===== src/rtl/pgc_pkg.sv =====
package pgc_pkg;
  typedef enum logic [1:0] {
    PG_RUN  = 2'd0,
    PG_WAIT = 2'd1,
    PG_DOWN = 2'd2,
    PG_WAKE = 2'd3
  } pg_state_e;
endpackage


===== src/rtl/pgc_fault_timer.sv =====
module pgc_fault_timer #(
  parameter int DLY = 16
) (
  input  logic clk,
  input  logic rst_n,
  input  logic arm,
  input  logic flag,
  output logic expire
);
  localparam int CW = (DLY < 2) ? 1 : $clog2(DLY);
  localparam logic [CW-1:0] LAST = CW'(DLY - 1);

  logic [CW-1:0] cnt_q, cnt_nxt;
  logic          cnt_en;
  logic          live;

  assign live = arm & flag;

  always_comb begin
    if (!live)              cnt_nxt = '0;
    else if (cnt_q != LAST) cnt_nxt = cnt_q + 1'b1;
    else                    cnt_nxt = cnt_q;
  end

  assign cnt_en = (cnt_nxt != cnt_q);
  assign expire = live & (cnt_q == LAST);

  always_ff @(posedge clk or negedge rst_n) begin
    if (!rst_n)      cnt_q <= '0;
    else if (cnt_en) cnt_q <= cnt_nxt;
  end
endmodule


===== src/rtl/pgc_power_seq.sv =====
module pgc_power_seq (
  input  logic                clk,
  input  logic                rst_n,
  input  logic                pd_req,
  input  logic                chg_present,
  output pgc_pkg::pg_state_e  state
);
  import pgc_pkg::*;

  pg_state_e st_q, st_nxt;
  logic      st_en;

  always_comb begin
    st_nxt = st_q;
    unique case (st_q)
      PG_RUN:  if (pd_req && !chg_present) st_nxt = PG_WAIT;
      PG_WAIT: if (!chg_present)           st_nxt = PG_DOWN;
      PG_DOWN: if (chg_present)            st_nxt = PG_WAKE;
      PG_WAKE:                             st_nxt = PG_RUN;
      default:                             st_nxt = PG_RUN;
    endcase
  end

  assign st_en = (st_nxt != st_q);

  always_ff @(posedge clk or negedge rst_n) begin
    if (!rst_n)     st_q <= PG_RUN;
    else if (st_en) st_q <= st_nxt;
  end

  assign state = st_q;
endmodule


===== src/rtl/pack_guard_ctrl.sv =====
module pack_guard_ctrl #(
  parameter int OC_DLY    = 500000,
  parameter int SHORT_DLY = 12500
) (
  input  logic clk,
  input  logic rst_n,
  input  logic cfet_req_off,
  input  logic dfet_req_off,
  input  logic fet_cmd_stb,
  input  logic soft_rst,
  input  logic oc_en,
  input  logic oc_force,
  input  logic pd_req,
  input  logic oc_flag,
  input  logic short_flag,
  input  logic chg_present,
  output logic cfet_drv,
  output logic dfet_drv,
  output logic reg_en,
  output logic oc_status,
  output logic bank_rst
);
  import pgc_pkg::*;

  localparam int NPATH = 2;

  pg_state_e        pg_state;
  logic [NPATH-1:0] flag_vec, expire_vec;
  logic             running, trip_q, trip_nxt, trip_en, trip_clr;

  pgc_power_seq u_seq (
    .clk         (clk),
    .rst_n       (rst_n),
    .pd_req      (pd_req),
    .chg_present (chg_present),
    .state       (pg_state)
  );

  assign running  = (pg_state == PG_RUN);
  assign flag_vec = {short_flag, oc_flag};

  generate
    for (genvar g = 0; g < NPATH; g++) begin : g_path
      pgc_fault_timer #(.DLY(g == 0 ? OC_DLY : SHORT_DLY)) u_tmr (
        .clk    (clk),
        .rst_n  (rst_n),
        .arm    (oc_en & running),
        .flag   (flag_vec[g]),
        .expire (expire_vec[g])
      );
    end
  endgenerate

  assign trip_clr = soft_rst | fet_cmd_stb | ~oc_en | ~running;

  always_comb begin
    if (trip_clr) trip_nxt = 1'b0;
    else          trip_nxt = trip_q | (|expire_vec);
  end

  assign trip_en = (trip_nxt != trip_q);

  always_ff @(posedge clk or negedge rst_n) begin
    if (!rst_n)       trip_q <= 1'b0;
    else if (trip_en) trip_q <= trip_nxt;
  end

  assign cfet_drv  = cfet_req_off | (pg_state == PG_DOWN) | (pg_state == PG_WAKE);
  assign dfet_drv  = dfet_req_off | trip_q | ~running;
  assign reg_en    = (pg_state != PG_DOWN);
  assign oc_status = oc_en ? trip_q : oc_force;
  assign bank_rst  = (pg_state == PG_WAKE);
endmodule


===== config.mk =====
export PLATFORM = sky130hd
export DESIGN_NAME = pack_guard_ctrl
export DESIGN_NICKNAME = d
export VERILOG_FILES = /design/src/rtl/pgc_pkg.sv /design/src/rtl/pgc_fault_timer.sv /design/src/rtl/pgc_power_seq.sv /design/src/rtl/pack_guard_ctrl.sv
export SDC_FILE = /design/constraint.sdc
export NUM_CORES = 1
export LEC_CHECK = 0
export BUFFER_PORTS_ARGS = -buffer_cell sky130_fd_sc_hd__clkbuf_2
export CORE_AREA = 5 5 69 71
export CTS_CLUSTER_DIAMETER = 40
export DETAILED_ROUTE_END_ITERATION = 8
export DIE_AREA = 0 0 74 76
export PLACE_DENSITY = 0.79
export SLEW_MARGIN = 0
export SYNTH_ARGS = -nofsm -noshare
export SYNTH_HDL_FRONTEND = slang
export SYNTH_SLANG_ARGS = --single-unit

===== constraint.sdc =====
create_clock -name clk -period 1.65 [get_ports clk]
set_input_delay 0.33 -clock clk [delete_from_list [all_inputs] [get_ports clk]]
set_output_delay 0.33 -clock clk [all_outputs]
set_load 0.005 [all_outputs]

# --- After elaboration in Yosys (flattened, before gate mapping) ---
# Index checks and enable logic that the tools add are counted.
totals:
  reg_bits: 36
  in_bits: 12
  output_inout_bits: 5
  wordCells: 47
op_classes:
  addsub: 2
  n_eq_ne: 12
  n_mux: 10
  n_bitwise: 15
  reduce_logical: 4
op_table:
  columns: ["op", "n"]
  rows:
  - ["$mux W19", 2]
  - ["$mux W14", 2]
  - ["$add A19 B1 Y19 const B", 1]
  - ["$eq A19 B19 Y1 const B", 1]
  - ["$ne A19 B19 Y1", 1]
  - ["$ne A19 B19 Y1 const B", 1]
  - ["$add A14 B1 Y14 const B", 1]
  - ["$eq A14 B14 Y1 const B", 1]
  - ["$ne A14 B14 Y1", 1]
  - ["$ne A14 B14 Y1 const B", 1]
  - ["$or A1 B1 Y1", 8]
  - ["$pmux W2 S4", 1]
  - ["$mux W2", 3]
  - ["$and A1 B1 Y1", 5]
  - ["$eq A2 B2 Y1 const B", 2]
  - ["$eq A2 B1 Y1 const B", 1]
  - ["$logic_not A2 Y1", 1]
  - ["$mux W1", 2]
  - ["$ne A2 B2 Y1", 1]
  - ["$ne A2 B2 Y1 const B", 1]
  - ["$not A1 Y1", 2]
  - ["$reduce_or A2 Y1", 1]
  - ["$logic_and A1 B1 Y1", 1]
  - ["$logic_not A1 Y1", 1]
  - ["$ne A1 B1 Y1", 1]

# --- Logic depth before layout (Yosys ltp) ---
depth:
  depth_word: 8
  mapped_depth: 6
  ltp_nobuf: 5

# --- Hierarchy ---
# From an unflattened synthesis, not the netlist that was laid out.
unflattened:
  hier_cells: 205
  area_unflattened_um2: 2029.4
modules_own_cells:
  columns: ["module", "n_inst", "cells_per_inst", "area_each_um2", "seq_area_each_um2"]
  rows:
  - ["pgc_fault_timer at g_path[0].u_tmr", 1, 108, 1066.0, 475.5]
  - ["pgc_fault_timer at g_path[1].u_tmr", 1, 81, 779.5, 350.3]
  - ["pack_guard_ctrl", 1, 9, 96.3, 25.0]
  - ["pgc_power_seq", 1, 7, 87.6, 50.0]

# --- Least setup slack after synthesis ---
# Ideal clock, no wire load.
synth_path:
  kind: "flip-flop to flip-flop"
  start: "reg g_path[0].u_tmr.cnt_q[6]"
  end: "reg trip_q"
  setup_ns: 0.111
  arrival_ns: 1.655
  required_time_ns: 1.539
  slack_ns: -0.116
  stages_incl_launch_ff: 5
  n_path_buf: 0
  synth_period_minus_slack_ns: 1.766
  path_cell_list: "dfrtp_1 or4_4 nor4_4 nand3_1 a2111oi_2"
synth_between:
  elab_chain_len: 6
synth_lines:
  columns: ["element", "line_no", "text"]
  rows:
  - ["start, declared", "pgc_fault_timer.sv:13", "logic [CW-1:0] cnt_q, cnt_nxt;"]
  - ["start signal, assigned", "pgc_fault_timer.sv:30", "else if (cnt_en) cnt_q <= cnt_nxt;"]
  - ["$eq A19 B19 Y1 *", "pgc_fault_timer.sv:26", "assign expire = live & (cnt_q == LAST);"]
  - ["$and A1 B1 Y1 *", "pgc_fault_timer.sv:26", null]
  - ["$reduce_or A2 Y1 *", "pack_guard_ctrl.sv:58", "else trip_nxt = trip_q | (|expire_vec);"]
  - ["$or A1 B1 Y1 *", "pack_guard_ctrl.sv:58", null]
  - ["$mux W1 *", "pack_guard_ctrl.sv:57", "if (trip_clr) trip_nxt = 1'b0;"]
  - ["$ne A1 B1 Y1", "pack_guard_ctrl.sv:61", "assign trip_en = (trip_nxt != trip_q);"]
  - ["end signal, assigned", "pack_guard_ctrl.sv:65", "else if (trip_en) trip_q <= trip_nxt;"]
  - ["end, declared", "pack_guard_ctrl.sv:29", "logic running, trip_q, trip_nxt, trip_en, trip_clr;"]
# Every way passes the cells marked *; elsewhere a longest branch is shown, timed or not.
# A chain may end at the register's enable or synchronous reset.

# --- Worst setup path in the final report ---
layout_path:
  start: "reg g_path[0].u_tmr.cnt_q[12]"
  end: "reg trip_q"
# The elaborated chain is that of the path after synthesis.

==> impl_metrics.toml <==
[outcome]
status = "finished, violations left"
violations = "negative setup slack"

[detailed_routing]
vias = 1573
drt_iter0_markers = 40
drc_errors = 0
wire_per_inst_um = 14.1
dr.pass1.iters = 4
avgViaCountPerCell = 5.33
drtAntennaViolNets = 0
wirelength_um = 4170

[clock_network]
htree_levels = 2
cts_tree = "done"
cts_root_buf = "clkbuf_8"
cts_sinks = 36
path_clk_slew_ps = 70
clk_path_buf_depth = 2
hold_buffers = 0
cts_made_buffers = 5
clk_latency_ps = 280

[floorplanning]
initial_core_util = 0.463
die-area_mm2 = 0.00562
fp.dieW_um = 74
ios = 17
die_h_um = 76
rows = 24
coreArea_mm2 = 0.00417

[synthesis]
syn_inst = 198
synth.distinct_cells = 44
syn-cell-area_mm2 = 0.00193
synth_async_sr_flop_share = 1.00
ys_warn_count = 0
synth_edf_count = 0
ys_ff_latch = 36
synth_nets = 212
seq_area_frac_synth = 0.466
yosys_most_used_dff = "dfrtp_1"
synth.avg_cell_area_um2 = 9.76

[pwr]
power.density_mw_per_mm2 = 795
leakage_nw = 1.06
ir_drop_mv = 0.647

[sta]
setup-violations-final = 7
rsz0062_at_grt = "true"
hold_viol = 0
final.period_utilization = 1.09
fmax_mhz = 554
skew_ps = 4.99
layout_setup_ws_ps = -154
whs_ps = 78.2
drv_slew = 0
max_slew.worst_pin.slew_ps = 456
slew-limit-headroom = 0.696
post-route-min-period_ps = 1800

[place]
portBuffers = 16
placed_area_mm2 = 0.00226
placed_cells = 287
hpwl_um = 3010
gp_routability_congestion = 0.814

[flow_run]
cap_violations = 0

[setup_path]
start_kind = "flip-flop"
crit_buf_inv = 0
required_ps = 1830
cp_max_fo = 3
arrival_ps = 1980
worstPathCellList = "or4b_4, nor4_4, nand3_1, a2111oi_4"
critPathMaxStageDelay_ps = 540
end_kind = "flip-flop"
cpLargestDelayFamily = "simple AND/OR/NAND/NOR gates"
slowest_stage = "or4b_4"
path_class = "flip-flop to flip-flop"

[grt]
overflow = 0
grt_max_degree = 37
grt_usage = 0.163
grt_pass1_vias = 1607
antenna_found_initial = 0
grt_pass1_wl_um = 7290

[finish]
final_area_mm2 = 0.00239
instances_no_fill = 295
final_cell_mix = "dfrtp_1, nor2_1, buf_4, clkbuf_2, xor2_1"
utilization = 0.573
final_common_cell = "dfrtp_1"
drive_gt1_frac = 0.292
diodes = 0
nNetsFinal = 256
syn_to_final_growth_pct = 23.9
fillers = 334

[worst_hold_path]
min_path_type = "input port to async pin"
==> logic make-up (layout without fill, tap and decap cells) <==
| group | Yosys count | after routing | synth area share |
|---|---|---|---|
| buffers and inverters | 9 | 54 | 0.0188 |
| muxes | 3 | 3 | 0.0162 |
| DFF | 36 | 36 | 0.466 |
| AOI/OAI and AO/OA | 23 | 23 | 0.0803 |
| and+or+nand+nor | 103 | 103 | 0.306 |
| xor gates and xnor gates | 22 | 22 | 0.0997 |
| adders and majority gates | 2 | 2 | 0.0130 |
==> metal layers <==
metal	up-vias	share of wire	GRT usage
li1	803	-	-
met1	733	0.45	0.222
met2	33	0.50	0.262
met3	4	0.035	0.0277
met4	0	0.011	0.0489
met5	-	0	0
==> sequential cells by signal (all words and copies together) (netlist names) <==
name                count
g_path.u_tmr.cnt_q     33
trip_q                  1
u_seq.state             2
==> report_power, final <==
part / internal (mW) / switching (mW)
clock network: 0.333 / 0.296
logic: 0.131 / 0.175
registers: 0.916 / 0.0533
==> synthesized netlist by cell type, drive strengths merged, types with 4 or more instances <==
master,number,share of area
dfrtp,36,0.47
nor2,28,0.054
nand2,15,0.029
xor2,15,0.068
nand3,13,0.034
nand4,11,0.043
a21oi,9,0.023
xnor2,7,0.032
clkbuf,6,0.012
and3,5,0.017
and4,4,0.018
nor4,4,0.021
==> timing repair <==
action / CTS / global route
pin swaps: 0 / 4
setup endpoints to repair: 8 / 12
buffers inserted: 0 / 1
gates resized for setup: 1 / 7
==> worst paths after layout <==
path	start	to	slack (ps)	cells past startpoint
min in group clk	fet_cmd_stb	trip_q$_DFFE_PN0P_	240	2
max reg2reg	g_path[0].u_tmr.cnt_q[12]$_DFFE_PN0P_	trip_q$_DFFE_PN0P_	-150	4
min	rst_n	g_path[1].u_tmr.cnt_q[1]$_DFFE_PN0P_	80	2
max	g_path[0].u_tmr.cnt_q[12]$_DFFE_PN0P_	trip_q$_DFFE_PN0P_	-150	4
max in group asynchronous	rst_n	g_path[0].u_tmr.cnt_q[3]$_DFFE_PN0P_	1250	2
min reg2reg	g_path[0].u_tmr.cnt_q[17]$_DFFE_PN0P_	g_path[0].u_tmr.cnt_q[17]$_DFFE_PN0P_	580	2
==> layout make-up <==
class | instances | area, µm² | area share
clock inverter | 2 | 10.0 | 0.00418
sequential | 36 | 901 | 0.376
inverter | 2 | 7.51 | 0.00314
clock buffer | 6 | 82.6 | 0.0345
tap | 52 | 65.1 | 0.0272
multi-input combinational | 153 | 1030 | 0.432
timing repair buffer | 44 | 294 | 0.123
==> metrics by stage <==
stage / setup WS (ps) / TNS (ps) / power (mW)
after CTS: -157 / -600 / 1.91
after floorplan: -41.2 / -44.1 / 1.13
final: -154 / -584 / 1.90
after detailed placement: -134 / -428 / 1.28
after global placement: -80.2 / -153 / 1.27
after global routing: -225 / -1110 / 2.00
Power figures use the tool's default switching activity.
